==> src/rtl/wdt_pkg.sv <==
package wdt_pkg;
  localparam int KEY_W = 16;
  localparam logic [KEY_W-1:0] KEY_OPEN    = 16'h5555;
  localparam logic [KEY_W-1:0] KEY_CLOSE   = 16'h0000;
  localparam logic [KEY_W-1:0] KEY_REFRESH = 16'hAAAA;
  localparam logic [KEY_W-1:0] KEY_GO      = 16'hCCCC;

  typedef enum logic [1:0] {
    A_KEY    = 2'd0,
    A_DIV    = 2'd1,
    A_RELOAD = 2'd2,
    A_STAT   = 2'd3
  } wdt_addr_e;
endpackage

==> src/rtl/wdt_ctrl.sv <==
module wdt_ctrl
  import wdt_pkg::*;
(
  input  logic             clk,
  input  logic             rst_ni,
  input  logic             key_wr_i,
  input  logic [KEY_W-1:0] key_i,
  output logic             unlocked_o,
  output logic             running_o,
  output logic             load_o
);
  logic unlocked_q, unlocked_d;
  logic running_q, running_d;

  always_comb begin
    unlocked_d = unlocked_q;
    running_d  = running_q;
    if (key_wr_i) begin
      if (key_i == KEY_OPEN)  unlocked_d = 1'b1;
      if (key_i == KEY_CLOSE) unlocked_d = 1'b0;
      if (key_i == KEY_GO)    running_d  = 1'b1;
    end
  end

  // start loads the counter once; refresh only matters while running
  assign load_o = key_wr_i && (((key_i == KEY_GO) && !running_q) ||
                               ((key_i == KEY_REFRESH) && running_q));

  always_ff @(posedge clk or negedge rst_ni) begin
    if (!rst_ni) begin
      unlocked_q <= 1'b0;
      running_q  <= 1'b0;
    end else begin
      unlocked_q <= unlocked_d;
      running_q  <= running_d;
    end
  end

  assign unlocked_o = unlocked_q;
  assign running_o  = running_q;
endmodule

==> src/rtl/wdt_cfg_sync.sv <==
module wdt_cfg_sync #(
  parameter int          W          = 12,
  parameter logic [W-1:0] RST_VAL   = '0,
  parameter int          SYNC_TICKS = 3
) (
  input  logic         clk,
  input  logic         rst_ni,
  input  logic         wr_i,
  input  logic [W-1:0] wdata_i,
  input  logic         tick_i,
  output logic [W-1:0] active_o,
  output logic         busy_o
);
  localparam int DW = $clog2(SYNC_TICKS + 1);
  localparam logic [DW-1:0] LAST = DW'(SYNC_TICKS - 1);

  logic [W-1:0]  pend_q, pend_d, act_q, act_d;
  logic          busy_q, busy_d;
  logic [DW-1:0] dly_q, dly_d;

  always_comb begin
    pend_d = pend_q;
    act_d  = act_q;
    busy_d = busy_q;
    dly_d  = dly_q;
    if (wr_i) begin
      pend_d = wdata_i;
      busy_d = 1'b1;
      dly_d  = '0;
    end else if (busy_q && tick_i) begin
      if (dly_q == LAST) begin
        act_d  = pend_q;
        busy_d = 1'b0;
      end else begin
        dly_d = dly_q + 1'b1;
      end
    end
  end

  always_ff @(posedge clk or negedge rst_ni) begin
    if (!rst_ni) begin
      pend_q <= RST_VAL;
      act_q  <= RST_VAL;
      busy_q <= 1'b0;
      dly_q  <= '0;
    end else begin
      pend_q <= pend_d;
      act_q  <= act_d;
      busy_q <= busy_d;
      dly_q  <= dly_d;
    end
  end

  assign active_o = act_q;
  assign busy_o   = busy_q;
endmodule

==> src/rtl/wdt_prescaler.sv <==
module wdt_prescaler #(
  parameter int PRE_W     = 3,
  parameter int MIN_SHIFT = 2,
  parameter int MAX_SHIFT = 8
) (
  input  logic             clk,
  input  logic             rst_ni,
  input  logic             tick_i,
  input  logic             run_i,
  input  logic             clear_i,
  input  logic [PRE_W-1:0] code_i,
  output logic             cnt_tick_o
);
  localparam int SW = $clog2(MAX_SHIFT + 1);

  logic [MAX_SHIFT-1:0] pcnt_q, pcnt_d, limit;
  logic [SW-1:0]        shift;

  always_comb begin
    if (int'(code_i) + MIN_SHIFT >= MAX_SHIFT) shift = SW'(MAX_SHIFT);
    else                                      shift = SW'(int'(code_i) + MIN_SHIFT);
    limit = MAX_SHIFT'(({{MAX_SHIFT{1'b0}}, 1'b1} << shift) - 1'b1);
  end

  assign cnt_tick_o = run_i && !clear_i && tick_i && (pcnt_q == limit);

  always_comb begin
    pcnt_d = pcnt_q;
    if (!run_i || clear_i)  pcnt_d = '0;
    else if (cnt_tick_o)    pcnt_d = '0;
    else if (tick_i)        pcnt_d = pcnt_q + 1'b1;
  end

  always_ff @(posedge clk or negedge rst_ni) begin
    if (!rst_ni) pcnt_q <= '0;
    else         pcnt_q <= pcnt_d;
  end
endmodule

==> src/rtl/wdt_downcnt.sv <==
module wdt_downcnt #(
  parameter int CNT_W = 12
) (
  input  logic             clk,
  input  logic             rst_ni,
  input  logic             load_i,
  input  logic             cnt_tick_i,
  input  logic [CNT_W-1:0] reload_i,
  output logic             req_o
);
  logic [CNT_W-1:0] cnt_q, cnt_d;
  logic             req_q, req_d;

  always_comb begin
    cnt_d = cnt_q;
    req_d = 1'b0;
    if (load_i) begin
      cnt_d = reload_i;
    end else if (cnt_tick_i) begin
      if (cnt_q <= CNT_W'(1)) begin
        cnt_d = reload_i;
        req_d = 1'b1;
      end else begin
        cnt_d = cnt_q - 1'b1;
      end
    end
  end

  always_ff @(posedge clk or negedge rst_ni) begin
    if (!rst_ni) begin
      cnt_q <= '1;
      req_q <= 1'b0;
    end else begin
      cnt_q <= cnt_d;
      req_q <= req_d;
    end
  end

  assign req_o = req_q;
endmodule

==> src/rtl/keyed_wdt.sv <==
module keyed_wdt
  import wdt_pkg::*;
#(
  parameter int CNT_W      = 12,
  parameter int PRE_W      = 3,
  parameter int SYNC_TICKS = 3
) (
  input  logic        clk,
  input  logic        rst_n,
  input  logic        tick_i,
  input  logic        bus_sel_i,
  input  logic        bus_we_i,
  input  logic [1:0]  bus_addr_i,
  input  logic [15:0] bus_wdata_i,
  output logic [15:0] bus_rdata_o,
  output logic        rst_req_o
);
  logic [1:0] rs_q;
  logic       rst_ni;

  always_ff @(posedge clk or negedge rst_n) begin
    if (!rst_n) rs_q <= 2'b00;
    else        rs_q <= {rs_q[0], 1'b1};
  end
  assign rst_ni = rs_q[1];

  logic wr, key_wr, div_try, rl_try;
  logic unlocked, running, load, cnt_tick;
  logic div_busy, rl_busy;
  logic [PRE_W-1:0] div_code;
  logic [CNT_W-1:0] reload_val;

  assign wr      = bus_sel_i && bus_we_i;
  assign key_wr  = wr && (bus_addr_i == A_KEY);
  assign div_try = wr && (bus_addr_i == A_DIV);
  assign rl_try  = wr && (bus_addr_i == A_RELOAD);

  wdt_ctrl u_ctrl (
    .clk(clk), .rst_ni(rst_ni), .key_wr_i(key_wr), .key_i(bus_wdata_i),
    .unlocked_o(unlocked), .running_o(running), .load_o(load)
  );

  wdt_cfg_sync #(.W(PRE_W), .RST_VAL('0), .SYNC_TICKS(SYNC_TICKS)) u_div_sync (
    .clk(clk), .rst_ni(rst_ni), .wr_i(div_try && unlocked),
    .wdata_i(bus_wdata_i[PRE_W-1:0]), .tick_i(tick_i),
    .active_o(div_code), .busy_o(div_busy)
  );

  wdt_cfg_sync #(.W(CNT_W), .RST_VAL('1), .SYNC_TICKS(SYNC_TICKS)) u_rl_sync (
    .clk(clk), .rst_ni(rst_ni), .wr_i(rl_try && unlocked),
    .wdata_i(bus_wdata_i[CNT_W-1:0]), .tick_i(tick_i),
    .active_o(reload_val), .busy_o(rl_busy)
  );

  wdt_prescaler #(.PRE_W(PRE_W)) u_pre (
    .clk(clk), .rst_ni(rst_ni), .tick_i(tick_i), .run_i(running),
    .clear_i(load), .code_i(div_code), .cnt_tick_o(cnt_tick)
  );

  wdt_downcnt #(.CNT_W(CNT_W)) u_cnt (
    .clk(clk), .rst_ni(rst_ni), .load_i(load), .cnt_tick_i(cnt_tick),
    .reload_i(reload_val), .req_o(rst_req_o)
  );

  always_comb begin
    bus_rdata_o = '0;
    case (bus_addr_i)
      A_DIV:    bus_rdata_o = 16'(div_code);
      A_RELOAD: bus_rdata_o = 16'(reload_val);
      A_STAT:   bus_rdata_o = {14'b0, rl_busy, div_busy};
      default:  bus_rdata_o = '0;
    endcase
  end
endmodule

==> config.mk <==
export PLATFORM = sky130hd
export DESIGN_NAME = keyed_wdt
export DESIGN_NICKNAME = d
export VERILOG_FILES = /design/src/rtl/wdt_pkg.sv /design/src/rtl/wdt_ctrl.sv /design/src/rtl/wdt_cfg_sync.sv /design/src/rtl/wdt_prescaler.sv /design/src/rtl/wdt_downcnt.sv /design/src/rtl/keyed_wdt.sv
export SDC_FILE = /design/constraint.sdc
export NUM_CORES = 1
export LEC_CHECK = 0
export ABC_AREA = 1
export CAP_MARGIN = 10
export CORE_ASPECT_RATIO = 0.6
export CORE_UTILIZATION = 50
export CTS_CLUSTER_DIAMETER = 120
export DETAILED_ROUTE_END_ITERATION = 10
export MAX_ROUTING_LAYER = met4
export PLACE_DENSITY = 0.69
export SETUP_SLACK_MARGIN = 0.2
export SLEW_MARGIN = 0
export SYNTH_ARGS = -nofsm -noshare
export SYNTH_HDL_FRONTEND = slang
export SYNTH_SLANG_ARGS = --single-unit
==> constraint.sdc <==
create_clock -name clk -period 3.4 [get_ports clk]
set_clock_uncertainty 0.05 [all_clocks]
set_input_delay 0.51 -clock clk [delete_from_list [all_inputs] [get_ports clk]]
set_output_delay 0.51 -clock clk [all_outputs]
set_load 0.02 [all_outputs]
Word level (Yosys, flattened, before mapping) --
Cells that the tools add are included.
Word-level totals: register bits after elaboration 61, input bits 23, output and inout bits 17
Cells by class: $add $sub $neg 6, magnitude comparators 2, eq/ne operators 11, shift operators 1, muxes and demuxes 25, bitwise logic cells 2, reduce and logical (&&, ||, !) cells 35
Operators with widths (count):
- $mux 12 | 3
- $pmux 12 s3 | 1
- $eq 16x16->1 const B | 2
- $mux 8 | 3
- $eq 16x15->1 const B | 1
- $logic_not 16->1 | 1
- $logic_and 1x1->1 | 14
- $le 12x1->1 const B | 1
- $mux 2 | 6
- $reduce_and 2->1 | 6
- $reduce_bool 2->1 | 6
- $sub 12x1->12 const B | 1
- $mux 1 | 11
- $add 8x1->8 const B | 1
- $eq 2x2->1 const B | 4
- $eq 8x8->1 | 1
- $shl 1x4->8 const A | 1
- $sub 8x1->8 const B | 1
- $reduce_and 3->1 | 2
- $add 2x1->2 const B | 2
- $add 3x2->4 const B | 1
- $ge 4x4->1 const B | 1
- $mux 4 | 1
- $ne 2x1->1 const B | 2
- 6 further kinds | 9

Logic depth before layout (Yosys ltp) --
word-level depth 10, mapped depth 17, depth with buffers taken out 16

By module --
A second synthesis with hierarchy kept.
Second synthesis, totals: cell total of the unflattened synthesis 595, area total of the unflattened synthesis 4033.9 um^2
Modules (own cells, without submodules):
- wdt_cfg_sync (u_rl_sync) | times used 1, cells an instance 126, area each 1141.1 um^2, seq. area each 705.7 um^2
- wdt_downcnt | times used 1, cells an instance 153, area each 975.9 um^2, seq. area each 340.3 um^2
- wdt_prescaler | times used 1, cells an instance 144, area each 828.3 um^2, seq. area each 200.2 um^2
- wdt_cfg_sync (u_div_sync) | times used 1, cells an instance 49, area each 434.2 um^2, seq. area each 225.2 um^2
- wdt_ctrl | times used 1, cells an instance 75, area each 340.3 um^2, seq. area each 50.0 um^2
- keyed_wdt | times used 1, cells an instance 48, area each 314.1 um^2, seq. area each 50.0 um^2

Least setup slack after synthesis --
No wires, ideal clock.
path type reg2reg, start point reg u_div_sync.act_q[1], in the netlist u_div_sync.active_o[1], end point reg u_cnt.cnt_q[1], library setup time 0.061 ns, data arrival time 2.432 ns, required time 3.289 ns, slack 0.857 ns, stages on the path, launching flop included 18, buffers on the path 1, period minus slack after synthesis 2.543 ns, path through dfrtp_1 inv_2 ha_1 nor2_4 nand3_1 ha_1 nand2_1 inv_1 nor2_1 nand2_1 nor2_1 nand3_1 nor2_2 nand3_4 nand2_4 buf_12 nand2_1 nand2_1
Between the ends: word-level cells in the longest chain between the ends 8
RTL lines:
- start, declared | RTL line wdt_cfg_sync.sv:17 | logic [W-1:0] pend_q, pend_d, act_q, act_d;
- start signal, assigned | RTL line wdt_cfg_sync.sv:48 | act_q <= act_d;
- $add 3x2->4 (*) | RTL line wdt_prescaler.sv:20, wdt_prescaler.sv:21
- $ge 4x4->1 | RTL line wdt_prescaler.sv:20 | if (int'(code_i) + MIN_SHIFT >= MAX_SHIFT) shift = SW'(MAX_SHIFT);
- $mux 4 (*) | RTL line wdt_prescaler.sv:20
- $shl 1x4->8 (*) | RTL line wdt_prescaler.sv:22 | limit = MAX_SHIFT'(({{MAX_SHIFT{1'b0}}, 1'b1} << shift) - 1'b1);
- $sub 8x1->8 (*) | RTL line wdt_prescaler.sv:22
- $eq 8x8->1 (*) | RTL line wdt_prescaler.sv:25 | assign cnt_tick_o = run_i && !clear_i && tick_i && (pcnt_q == limit);
- $logic_and 1x1->1 (*) | RTL line wdt_prescaler.sv:25
- $reduce_bool 2->1 (no line) (*)
- end signal, assigned | RTL line wdt_downcnt.sv:34 | cnt_q <= cnt_d;
- end, declared | RTL line wdt_downcnt.sv:11 | logic [CNT_W-1:0] cnt_q, cnt_d;
Every way passes the cells marked *; elsewhere a longest branch is shown, timed or not. A chain may end at the register's enable or synchronous reset.

Worst setup path in the final report --
start point reg u_div_sync.act_q[1], in the netlist u_div_sync.active_o[1], end point reg u_cnt.cnt_q[3]
The elaborated chain is that of the path after synthesis.

==> metrics.cfg <==
[status]
status = finished clean

[clock_network]
clk_pin_slew_worst_paths_ns = 0.05
numCtsBuffers = 9
post_cts_hold_buffer_count = 0
clock_latency_ns = 0.33
clock_tree_from_tritoncts = done
post_cts.repair.setup_buffers = 0
cts_htree_levels = 3
cts_max_path_buffers = 2
clock_sink_count = 61
clock-root-buffer = sky130_fd_sc_hd__clkbuf_16
postCtsResizedCells = 0

[die]
die-area_um2 = 8020
design.core.area_um2 = 7330
fp.dieW_um = 115
floorplan.die.height_um = 69.8
initial_utilization_pct = 52.2
i_o_pin_count = 40
num_rows = 24

[worst_setup_path]
crit_cells = 16
worst_path_most_repeated_cell = sky130_fd_sc_hd__nand2_1
cpMaxStageDelayCell = sky130_fd_sc_hd__dfrtp_2
worst-setup-path-type = register to register
cp.arrival_ns = 3.08
number_of_cell_instances_on_the_worst_register_to_register_path = 16
cp_max_fo = 14
worst-endpoint-required_ns = 3.62
worst-r2r-setup-slack_ns = 0.54
r2r-end = u_cnt.cnt_q[3]
startpoint_type = register
cells_along_the_critical_path = inv_2 > ha_1 > nor2_4 > nand3_1 > ha_1 > nand2_1 > inv_1 > nor2_1 > nand2_1 > nor2_1 > nand3_1 > nor2_2 > nand3_4 > nand2_4 > nand2_1 > nand2_1
r2r-start = u_div_sync.active_o[1]
worst_setup_path_end_kind = register
critical-path-top-delay-family = simple AND/OR/NAND/NOR gates
critPathBufInv = 2
critical-path-max-stage-delay_ns = 0.47

[pwr]
clock_power_share_pct = 22.8
power_density_nw_per_um2 = 920
switching_power_mw = 1.78
sw_frac_of_total_pct = 42.6
power.share.sequential_pct = 29.2
leakagePower_nw = 2.20
share_comb_of_total_power_pct = 48.0
finalPower_mw = 4.17
intPower_mw = 2.40
vdd_drop_max_mv = 0.384

[placement]
preCtsSetupSlack_ns = 0.480
dpl-instance-area_um2 = 4230
gpl.final_weighted_congestion = 0.927
number_of_input_and_output_port_buffers_inserted = 35
place.detailed.instances = 647
dp_hpwl_um = 6490

[timing]
final_number_of_setup_violating_endpoints = 0
period_minus_slack_ns = 2.86
timing.final.max_slew_violations = 0
finalCritPeriodShare_pct = 84.2
setup_tns_ns = 0
finalWorstSetupSlack_ns = 0.537
slew-limit-headroom_pct = 37.7
slew_of_the_pin_with_the_lowest_slew_margin_ns = 0.935
rsz0062_at_grt = no
fmaxAchievable_mhz = 349
final_hold_viol_count = 0

[finish]
area_delta_synth_final_pct = 18.6
n_antenna_cell = 0
final_cells = 663
final_layout_size_suffix_gt1_share_pct = 15.0
final_nets = 589
final_design_area_no_fill_um2 = 4540

[grt]
number_of_global_route_vias_before_repair = 3110
grt_util_met1_pct = 37.9
grt_overall_usage_pct = 25.4
grt.overflow.total = 0
grt.busiest_layer = met1
gr-usage-met3_pct = 6.47
grt_antenna_before_repair = 0
grt.met2_usage_pct = 33.9
grt_start_max_net_pins = 43
grt_first_pass_wirelength_um = 15200

[routing]
dr_total_vias = 3425
first_iter_violations = 272
route.detailed.wl_per_inst_um = 13.3
postRouteWirelength_um = 8810
firstDrtPassIters = 5
number_of_drc_violations_after_detailed_routing = 0
postRouteAntennaNets = 0
via_per_inst = 5.17

[hold_path]
worstHoldPathType = input port to async pin

[synth]
yosysWarnings = 0
synth_compound_gate_area_share_pct = 10.1
synth.area.mux_share_pct = 0
syn_avg_cell_area_um2 = 7.37
synthSimpleGateAreaFrac_pct = 32.6
synth_top_family_by_area = simple AND/OR/NAND/NOR gates
synthesized_flop_and_latch_total = 61
netlist-cell-type-count = 38
syn-cell-area_um2 = 3830
synth.yosys.seq_area_share_pct = 41.1
synth_adder_area_share_pct = 3.92
syn_inst_count = 519
synthXorXnorAreaFrac_pct = 2.52

[flow_run]
drv_cap = 0

[power groups by stage]
stage          registers, mW  clock network, mW  logic [mW]
2_1_floorplan           1.16                  0        1.61
3_3_place_gp            1.21                  0        1.95
3_5_place_dp            1.22                  0        1.98
4_1_cts                 1.21              0.964        2.00
5_1_grt                 1.25               1.00        2.32
6_report                1.22              0.950        2.01
[cells by family (layout without fill, tap and decap cells)]
group	after synthesis	count (layout)
other	2	5
xor gates and xnor gates	11	11
adders and majority gates	12	12
DFF	61	61
and+or+nand+nor	276	276
AOI/OAI and AO/OA	73	73
buffers and inverters	84	121
[metal layers]
metal	vias to the layer above	part of all wire, %
met5	-	0
li1	1738	-
met2	92	41
met1	1582	52
met4	0	0.99
met3	13	5.3
[per-stage QoR]
step | util, % | hold slack (ns)
after CTS | 61.9 | 0.283
after detailed placement | 57.7 | 0.299
after floorplan | - | 0.164
final | 62.0 | 0.290
after global placement | 57.7 | 0.287
after global routing | 62.0 | 0.288
[state kept, by name, indices dropped and copies added, names as in the netlist]
signal               cells
u_rl_sync.busy_o         1
u_rl_sync.active_o      12
u_cnt.req_o              1
u_div_sync.pend_q        3
u_rl_sync.pend_q        12
rs_q                     2
u_ctrl.running_o         1
u_div_sync.dly_q         2
u_div_sync.active_o      3
u_rl_sync.dly_q          2
u_pre.pcnt_q             8
u_ctrl.unlocked_o        1
u_cnt.cnt_q             12
u_div_sync.busy_o        1
[synthesized netlist by cell type, drive strengths merged]
cell     instances  area, um^2
a211oi           2        15.0
nand4           17         113
o22ai            1        6.26
o21bai           1        7.51
a21oi           18        90.1
buf             13         101
nor4             3        18.8
o21ai           48         240
conb             2        7.51
nor3b            1        7.51
nor3             3        20.0
a2bb2oi          1        8.76
clkbuf           5        18.8
nand3           46         260
ha              12         150
nand2          134         533
xor2             4        35.0
xnor2            7        61.3
or2              1        6.26
nor2            71         289
o221ai           2        17.5
dfrtp           25         626
inv             66         248
dfstp           36         946
[cell usage in the layout (no fill, tap or decap), drive strengths merged]
| cell type | Yosys | layout |
|---|---|---|
| a211oi | 2 | 2 |
| a21oi | 18 | 18 |
| a2bb2oi | 1 | 1 |
| buf | 13 | 4 |
| bufinv | 0 | 2 |
| clkbuf | 5 | 12 |
| clkdlybuf4s50 | 0 | 35 |
| clkinv | 0 | 1 |
| clkinvlp | 0 | 1 |
| conb | 2 | 5 |
| dfrtp | 25 | 25 |
| dfstp | 36 | 36 |
| ha | 12 | 12 |
| inv | 66 | 66 |
| nand2 | 134 | 134 |
| nand3 | 46 | 46 |
| nand4 | 17 | 17 |
| nor2 | 71 | 71 |
| nor3 | 3 | 3 |
| nor3b | 1 | 1 |
| nor4 | 3 | 3 |
| o21ai | 48 | 48 |
| o21bai | 1 | 1 |
| o221ai | 2 | 2 |
| o22ai | 1 | 1 |
| or2 | 1 | 1 |
| xnor2 | 7 | 7 |
| xor2 | 4 | 4 |
[layout make-up]
type / count / area (um^2)
inverters: 66 / 248
clock inverters: 4 / 72.6
flip-flops and latches: 61 / 1570
repair buffers: 39 / 380
clock buffers: 12 / 236
fillers: 650 / 2790
well taps: 104 / 130
multi-input cells: 377 / 1900
[worst max-delay path by stage]
stage                                       from        endpoint  slack (ns)
final                     u_div_sync.active_o[1]  u_cnt.cnt_q[3]        0.54
after global routing      u_div_sync.active_o[1]  u_cnt.cnt_q[3]        0.21
after CTS                 u_div_sync.active_o[1]  u_cnt.cnt_q[3]        0.43
after detailed placement  u_div_sync.active_o[1]  u_cnt.cnt_q[3]        0.48
after global placement             bus_addr_i[1]  bus_rdata_o[0]        0.60
after floorplan           u_div_sync.active_o[1]  u_cnt.cnt_q[1]        0.86
Note: power is estimated with default switching activity, not from simulation.
